[src/rtl/tbc_pkg.sv]
package tbc_pkg;

    typedef logic [7:0] byte_t;

    typedef enum logic [1:0] {
        CM_NONE   = 2'd0,
        CM_MANUAL = 2'd1,
        CM_AUTO   = 2'd2
    } commit_e;

    // Next ring position, wrapping at n entries.
    function automatic int unsigned ring_next(int unsigned p, int unsigned n);
        return (p + 1 >= n) ? 0 : p + 1;
    endfunction

    // Bank count actually in use for a configured value.
    function automatic int unsigned eff_banks(int unsigned cfg, int unsigned nmax);
        if (cfg == 0) return 1;
        if (cfg > nmax) return nmax;
        return cfg;
    endfunction

endpackage

[src/rtl/tbc_wr_ctrl.sv]
module tbc_wr_ctrl
    import tbc_pkg::*;
#(
    parameter int BANK_BYTES = 64,
    localparam int LEN_W = $clog2(BANK_BYTES + 1),
    localparam int OFF_W = (BANK_BYTES > 1) ? $clog2(BANK_BYTES) : 1
) (
    input  logic             clk,
    input  logic             rst,
    input  logic             auto_en,
    input  logic             wr_en,
    input  logic             set_rdy,
    input  logic             cur_busy,
    output logic             mem_we,
    output logic [OFF_W-1:0] mem_off,
    output commit_e          commit,
    output logic [LEN_W-1:0] commit_len
);
    localparam logic [LEN_W-1:0] FULL = LEN_W'(BANK_BYTES);
    localparam logic [LEN_W-1:0] LAST = LEN_W'(BANK_BYTES - 1);

    logic [LEN_W-1:0] fill;
    logic             accept;

    assign accept  = wr_en && !cur_busy && (fill < FULL);
    assign mem_we  = accept;
    assign mem_off = OFF_W'(fill);

    always_comb begin
        if (accept && auto_en && fill == LAST)
            commit = CM_AUTO;
        else if (set_rdy && !cur_busy)
            commit = CM_MANUAL;
        else
            commit = CM_NONE;
        commit_len = fill + LEN_W'(accept);
    end

    always_ff @(posedge clk) begin
        if (rst)
            fill <= '0;
        else if (commit != CM_NONE)
            fill <= '0;
        else if (accept)
            fill <= fill + 1'b1;
    end

    a_r4_no_fill_when_busy: assert property (@(posedge clk) disable iff (rst)
        cur_busy |=> (fill == $past(fill)) || (fill == '0));

    a_r5_auto_full_len: assert property (@(posedge clk) disable iff (rst)
        (commit == CM_AUTO) |-> (commit_len == FULL));

endmodule

[src/rtl/tbc_bank_ring.sv]
module tbc_bank_ring
    import tbc_pkg::*;
#(
    parameter int NBANK = 3,
    parameter int BANK_BYTES = 64,
    localparam int LEN_W = $clog2(BANK_BYTES + 1),
    localparam int PTR_W = (NBANK > 1) ? $clog2(NBANK) : 1,
    localparam int CNT_W = $clog2(NBANK + 1)
) (
    input  logic             clk,
    input  logic             rst,
    input  logic [CNT_W-1:0] cfg_nbanks,
    input  commit_e          commit,
    input  logic [LEN_W-1:0] commit_len,
    input  logic             ack,
    output logic             cur_busy,
    output logic [PTR_W-1:0] wr_ptr,
    output logic [PTR_W-1:0] rd_ptr,
    output logic             head_valid,
    output logic [LEN_W-1:0] head_len,
    output logic [CNT_W-1:0] cnt
);
    logic [NBANK-1:0] busy;
    logic [LEN_W-1:0] blen [NBANK];
    logic             do_commit, do_free;
    int unsigned      nuse;

    assign nuse       = eff_banks(int'(cfg_nbanks), NBANK);
    assign do_commit  = (commit != CM_NONE);
    assign cur_busy   = busy[wr_ptr];
    assign head_valid = busy[rd_ptr];
    assign head_len   = blen[rd_ptr];
    assign do_free    = ack && head_valid;

    for (genvar b = 0; b < NBANK; b++) begin : g_bank
        always_ff @(posedge clk) begin
            if (rst) begin
                busy[b] <= 1'b0;
                blen[b] <= '0;
            end else if (do_commit && wr_ptr == PTR_W'(b)) begin
                busy[b] <= 1'b1;
                blen[b] <= commit_len;
            end else if (do_free && rd_ptr == PTR_W'(b)) begin
                busy[b] <= 1'b0;
            end
        end
    end

    always_ff @(posedge clk) begin
        if (rst) begin
            wr_ptr <= '0;
            rd_ptr <= '0;
            cnt    <= '0;
        end else begin
            if (do_commit) wr_ptr <= PTR_W'(ring_next(int'(wr_ptr), nuse));
            if (do_free)   rd_ptr <= PTR_W'(ring_next(int'(rd_ptr), nuse));
            case ({do_commit, do_free})
                2'b10:   cnt <= cnt + 1'b1;
                2'b01:   cnt <= cnt - 1'b1;
                default: cnt <= cnt;
            endcase
        end
    end

    a_r9_cnt_bounded: assert property (@(posedge clk) disable iff (rst)
        int'(cnt) <= NBANK);

    a_r8_ack_frees: assert property (@(posedge clk) disable iff (rst)
        (ack && head_valid && !do_commit) |=> (cnt == $past(cnt) - 1'b1));

    a_r8_idle_ack: assert property (@(posedge clk) disable iff (rst)
        (ack && !head_valid && !do_commit) |=> $stable(cnt));

    a_r11_no_commit_busy: assert property (@(posedge clk) disable iff (rst)
        cur_busy |-> !do_commit);

endmodule

[src/rtl/tbc_mem.sv]
module tbc_mem
    import tbc_pkg::*;
#(
    parameter int NBANK = 3,
    parameter int BANK_BYTES = 64,
    localparam int PTR_W = (NBANK > 1) ? $clog2(NBANK) : 1,
    localparam int OFF_W = (BANK_BYTES > 1) ? $clog2(BANK_BYTES) : 1
) (
    input  logic             clk,
    input  logic             we,
    input  logic [PTR_W-1:0] wbank,
    input  logic [OFF_W-1:0] woff,
    input  byte_t            wdata,
    input  logic [PTR_W-1:0] rbank,
    input  logic [OFF_W-1:0] roff,
    output byte_t            rdata
);
    byte_t store [NBANK][BANK_BYTES];

    for (genvar b = 0; b < NBANK; b++) begin : g_bank
        always_ff @(posedge clk) begin
            if (we && wbank == PTR_W'(b))
                store[b][woff] <= wdata;
        end
    end

    assign rdata = store[rbank][roff];

endmodule

[src/rtl/tbc_in_endpoint.sv]
module tbc_in_endpoint
    import tbc_pkg::*;
#(
    parameter int NBANK = 3,
    parameter int BANK_BYTES = 64,
    localparam int LEN_W = $clog2(BANK_BYTES + 1),
    localparam int OFF_W = (BANK_BYTES > 1) ? $clog2(BANK_BYTES) : 1,
    localparam int PTR_W = (NBANK > 1) ? $clog2(NBANK) : 1,
    localparam int CNT_W = $clog2(NBANK + 1)
) (
    input  logic             clk,
    input  logic             rst,
    input  logic [CNT_W-1:0] cfg_nbanks,
    input  logic             cfg_auto_val,
    input  logic             cpu_wr_en,
    input  logic [7:0]       cpu_wr_data,
    input  logic             cpu_set_txrdy,
    output logic             cpu_txrdy,
    output logic [CNT_W-1:0] busy_cnt,
    input  logic             irq_free_en,
    input  logic             irq_all_en,
    output logic             irq_bank_free,
    output logic             irq_all_free,
    output logic             tx_valid,
    output logic [LEN_W-1:0] tx_len,
    input  logic [OFF_W-1:0] tx_rd_addr,
    output logic [7:0]       tx_rd_data,
    input  logic             tx_ack
);
    logic             cur_busy, mem_we;
    logic [OFF_W-1:0] mem_off;
    commit_e          commit;
    logic [LEN_W-1:0] commit_len;
    logic [PTR_W-1:0] wr_ptr, rd_ptr;

    tbc_wr_ctrl #(.BANK_BYTES(BANK_BYTES)) u_wr (
        .clk(clk), .rst(rst), .auto_en(cfg_auto_val), .wr_en(cpu_wr_en),
        .set_rdy(cpu_set_txrdy), .cur_busy(cur_busy), .mem_we(mem_we),
        .mem_off(mem_off), .commit(commit), .commit_len(commit_len)
    );

    tbc_bank_ring #(.NBANK(NBANK), .BANK_BYTES(BANK_BYTES)) u_ring (
        .clk(clk), .rst(rst), .cfg_nbanks(cfg_nbanks), .commit(commit),
        .commit_len(commit_len), .ack(tx_ack), .cur_busy(cur_busy),
        .wr_ptr(wr_ptr), .rd_ptr(rd_ptr), .head_valid(tx_valid),
        .head_len(tx_len), .cnt(busy_cnt)
    );

    tbc_mem #(.NBANK(NBANK), .BANK_BYTES(BANK_BYTES)) u_mem (
        .clk(clk), .we(mem_we), .wbank(wr_ptr), .woff(mem_off),
        .wdata(cpu_wr_data), .rbank(rd_ptr), .roff(tx_rd_addr),
        .rdata(tx_rd_data)
    );

    assign cpu_txrdy     = cur_busy;
    assign irq_bank_free = irq_free_en && !cur_busy;
    assign irq_all_free  = irq_all_en && (busy_cnt == '0);

    a_r4_no_store_busy: assert property (@(posedge clk) disable iff (rst)
        mem_we |-> !cpu_txrdy);

    a_r10_all_implies_free: assert property (@(posedge clk) disable iff (rst)
        (busy_cnt == '0) |-> !cpu_txrdy);

    a_r7_head_when_busy: assert property (@(posedge clk) disable iff (rst)
        (busy_cnt != '0) |-> tx_valid);

endmodule

[config.mk]
export PLATFORM = sky130hd
export DESIGN_NAME = tbc_in_endpoint
export DESIGN_NICKNAME = d
export VERILOG_FILES = /design/src/rtl/tbc_pkg.sv /design/src/rtl/tbc_wr_ctrl.sv /design/src/rtl/tbc_bank_ring.sv /design/src/rtl/tbc_mem.sv /design/src/rtl/tbc_in_endpoint.sv
export SDC_FILE = /design/constraint.sdc
export NUM_CORES = 2
export LEC_CHECK = 0
export ABC_AREA = 1
export BUFFER_PORTS_ARGS = -buffer_cell sky130_fd_sc_hd__buf_2
export CAP_MARGIN = 25
export CORE_ASPECT_RATIO = 0.7
export CORE_MARGIN = 2
export CORE_UTILIZATION = 62
export DETAILED_ROUTE_END_ITERATION = 6
export PLACE_DENSITY_LB_ADDON = 0.3
export SKIP_CTS_REPAIR_TIMING = 1
export SLEW_MARGIN = 20
export SYNTH_ARGS = -nofsm -noshare
export SYNTH_HDL_FRONTEND = slang
export SYNTH_HIERARCHICAL = 1
export SYNTH_SLANG_ARGS = --single-unit
[constraint.sdc]
create_clock -name clk -period 4.38 [get_ports clk]
set_input_delay 0.219 -clock clk [delete_from_list [all_inputs] [get_ports clk]]
set_output_delay 0.219 -clock clk [all_outputs]
set_load 0.005 [all_outputs]
==> flow_metrics.py <==
metrics = {
    "setup_path": {
        "r2r_cells": 9,
        "end_kind": "primary output",
        "cp.arrival_ns": 3.76,
        "worstPathRequired_ns": 4.16,
        "worst-path-max-fanout": 91,
        "setup.worst_path.class": "flip-flop to primary output",
        "setup.worst_path.start_class": "flip-flop",
    },
    "placed_design": {
        "gp_congestion": 0.9272,
        "place.port_buffers": 44,
        "place_ws_ns": 0.7494,
        "place_hpwl_mm": 96.02,
        "placedCellCount": 7352,
    },
    "synth": {
        "yosysTopAreaCellShare_pct": 69.53,
        "syn_nets": 6178,
        "synthMuxAreaShare_pct": 0,
        "netlist_instances": 6140,
        "ys_warn_count": 6,
        "synth_seq_cells": 1575,
        "synth.area.top_cells": "edfxtp_1 (70%), nand2_1 (11%), nand3_1 (7.4%)",
        "ys_seq_area_share_pct": 70.06,
        "synth_area_um2": 67250,
        "synth-simple-area-share_pct": 22.01,
        "synth-adder-area-share_pct": 0.2605,
        "synth_top_family_by_area": "simple AND/OR/NAND/NOR gates",
        "synth_area_leader_cell": "edfxtp_1",
        "synth_compound_area_share_pct": 2.168,
        "synth-xor-area-share_pct": 0.07815,
        "synth.distinct_cells": 38,
        "syn_avg_cell_area_um2": 10.95,
    },
    "timing": {
        "max_freq_ghz": 0.2510,
        "hold_ws_ns": -0.004188,
        "fin_setup_tns_ns": 0,
        "finalCriticalPeriod_ns": 3.983,
        "setup_violations": 0,
        "final_hold_viol_count": 1,
        "layout_worst_path_cycle_share_pct": 90.94,
        "rsz0062_at_grt": "no",
        "fin_skew_ns": 0.02747,
        "post-route-worst-setup-slack_ns": 0.3966,
        "worst_slew_pin_slew_ns": 1.130,
        "maxSlewHeadroom_pct": 24.28,
        "maxSlewViolCount": 0,
    },
    "layout": {
        "finalNetCount": 6108,
        "drive_above_1_share_pct": 7.234,
        "layout_common_cells": "nand2_1 (1901), edfxtp_1 (1557), nand3_1 (991), nor2_1 (444), inv_1 (394)",
        "num-fill-cells": 7678,
        "final_common_cell": "nand2_1",
        "syn2layout_area_growth_pct": 8.618,
        "stdcell_count": 7624,
    },
    "clock_tree": {
        "clockRootBuffer": "clkbuf_16",
        "clk_latency_ns": 0.78,
        "cts.clk_slew.worst_paths_ns": 0.06,
        "cts_inserted_buffers": 143,
        "cts_buffer_depth": 3,
        "cts_tree": "built",
        "cts-htree-levels": 4,
        "cts_sinks": 1575,
    },
    "grt": {
        "grt_pass1_vias": 43562,
        "antenna_found_initial": 5,
        "grt_usage_pct": 30.68,
        "grt_first_pass_wirelength_mm": 256.4,
        "gr-total-overflow": 0,
        "grt_max_degree": 190,
    },
    "drt": {
        "drc_errors": 0,
        "drt.antenna.violating_nets": 0,
        "num_vias": 45885,
        "wl_mm": 170.0,
        "drt_iter0_markers": 6323,
        "viasPerCell": 6.018,
        "firstDrtPassIters": 5,
        "routedWlPerCell_um": 22.30,
    },
    "floorplanning": {
        "coreArea_um2": 108000,
        "die_area_um2": 111200,
        "rows": 101,
        "die_h_um": 279.5,
        "initial_utilization_pct": 62.24,
        "pin_count": 45,
        "fp.dieW_um": 397.6,
    },
    "power": {
        "p_leak_nw": 27.46,
        "report.power.total_mw": 35.15,
        "p_int_mw": 25.08,
        "pwr-share-clk_pct": 34.7,
        "cellPowerDensity_nw_per_um2": 481.2,
        "vdd_ir_drop_max_mv": 0.4025,
        "swShare_pct": 28.63,
        "power_switching_mw": 10.06,
        "p_comb_share_pct": 17.8,
        "seqPwrFrac_pct": 47.5,
    },
    "job": {
        "maxCapViolations": 0,
    },
    "status": {
        "status": "finished, violations left",
        "violations": "negative hold slack",
    },
    "worst_hold_path": {
        "holdPathStages": 1,
        "hold_class": "input pin to flip-flop",
    },
}
[final cells by class]
cell class / instances / area (µm²) / share of cell area (%)
Timing Repair Buffer: 148 / 1483 / 2.030
Clock inverter: 73 / 700.7 / 0.9593
Multi-Input combinational cell: 3795 / 16570 / 22.69
Sequential cell: 1575 / 47120 / 64.51
Antenna cell: 3 / 7.507 / 0.01028
Inverter: 407 / 1558 / 2.133
Tap cell: 1442 / 1804 / 2.470
Clock buffer: 181 / 3794 / 5.194
[stage by stage]
stage / cell area (µm²) / util (%)
floorplan: 67250 / -
global placement: 68360 / 63.27
detailed placement: 68370 / 63.28
CTS: 72870 / 67.44
global route: 73040 / 67.60
finish: 73040 / 67.60
[power groups by stage]
stage          Sequential [mW]  Combinational, mW  Clock (mW)
4_1_cts                   16.7               6.10        12.3
3_3_place_gp              17.0               5.95           0
3_5_place_dp              17.0               6.05           0
2_1_floorplan             17.0               4.27           0
6_report                  16.7               6.25        12.2
5_1_grt                   16.7               6.81        12.9
[critical path, cell delays in order (launching register included)]
cell and delay [ns]:
dfxtp_4 0.42, inv_8 0.48, buf_4 0.41, nand2_1 0.09, nand3_1 0.08, nand2_1 0.11, nand2_1 0.11, nand2_1 0.07
nand2_1 0.09, nand2_1 0.07, nand3_1 0.20, nand3_1 0.24, nand2_1 0.18, nand2_1 0.07, nand2_1 0.13, buf_2 0.14
[final timing paths]
| path | endpoint | startpoint | slack (ns) |
|---|---|---|---|
| max | tx_rd_data[6] | u_ring/rd_ptr[0] | 0.40 |
| min | u_mem/store[1][349] | cpu_wr_data[5] | -0.004 |
| max reg2reg | u_mem/store[1][248] | u_ring/wr_ptr[0] | 0.70 |
| min reg2reg | u_ring/cnt[1] | u_ring/cnt[1] | 0.49 |
[flip-flops by register name, summed over array words and instances, names as in the netlist, named ones only]
name           count
u_wr/fill          7
u_mem/store     1536
u_ring/wr_ptr      2
u_ring/cnt         2
u_ring/busy        3
u_ring/blen       21
u_ring/rd_ptr      2
[layer usage]
metal	GRT usage, %	part of all wire, %	vias to the layer above
met1	44.11	40	22006
li1	-	-	20641
met3	6.922	12	329
met4	11.25	3.1	2
met5	0	0.0059	-
met2	46.39	45	2907
[kinds of logic after synthesis]
family / Yosys count
simple gates: 3497
xor+xnor: 6
fa+ha+maj: 14
flops: 1575
buf+inv: 770
compound gates: 278
[Yosys cell counts, drive strengths merged]
| cell | instances |
|---|---|
| inv | 407 |
| nand4 | 4 |
| or2 | 118 |
| and3 | 1 |
| xor2 | 5 |
| o22ai | 1 |
| nand3 | 998 |
| buf | 316 |
| nand2 | 1907 |
| a31oi | 1 |
| dfxtp | 18 |
| clkbuf | 47 |
| nor3 | 16 |
| xnor2 | 1 |
| nor2 | 452 |
| a21oi | 237 |
| ha | 14 |
| nand3b | 1 |
| edfxtp | 1557 |
| o211ai | 24 |
| o21ai | 15 |
No activity file was read; power rests on OpenSTA's default activity.
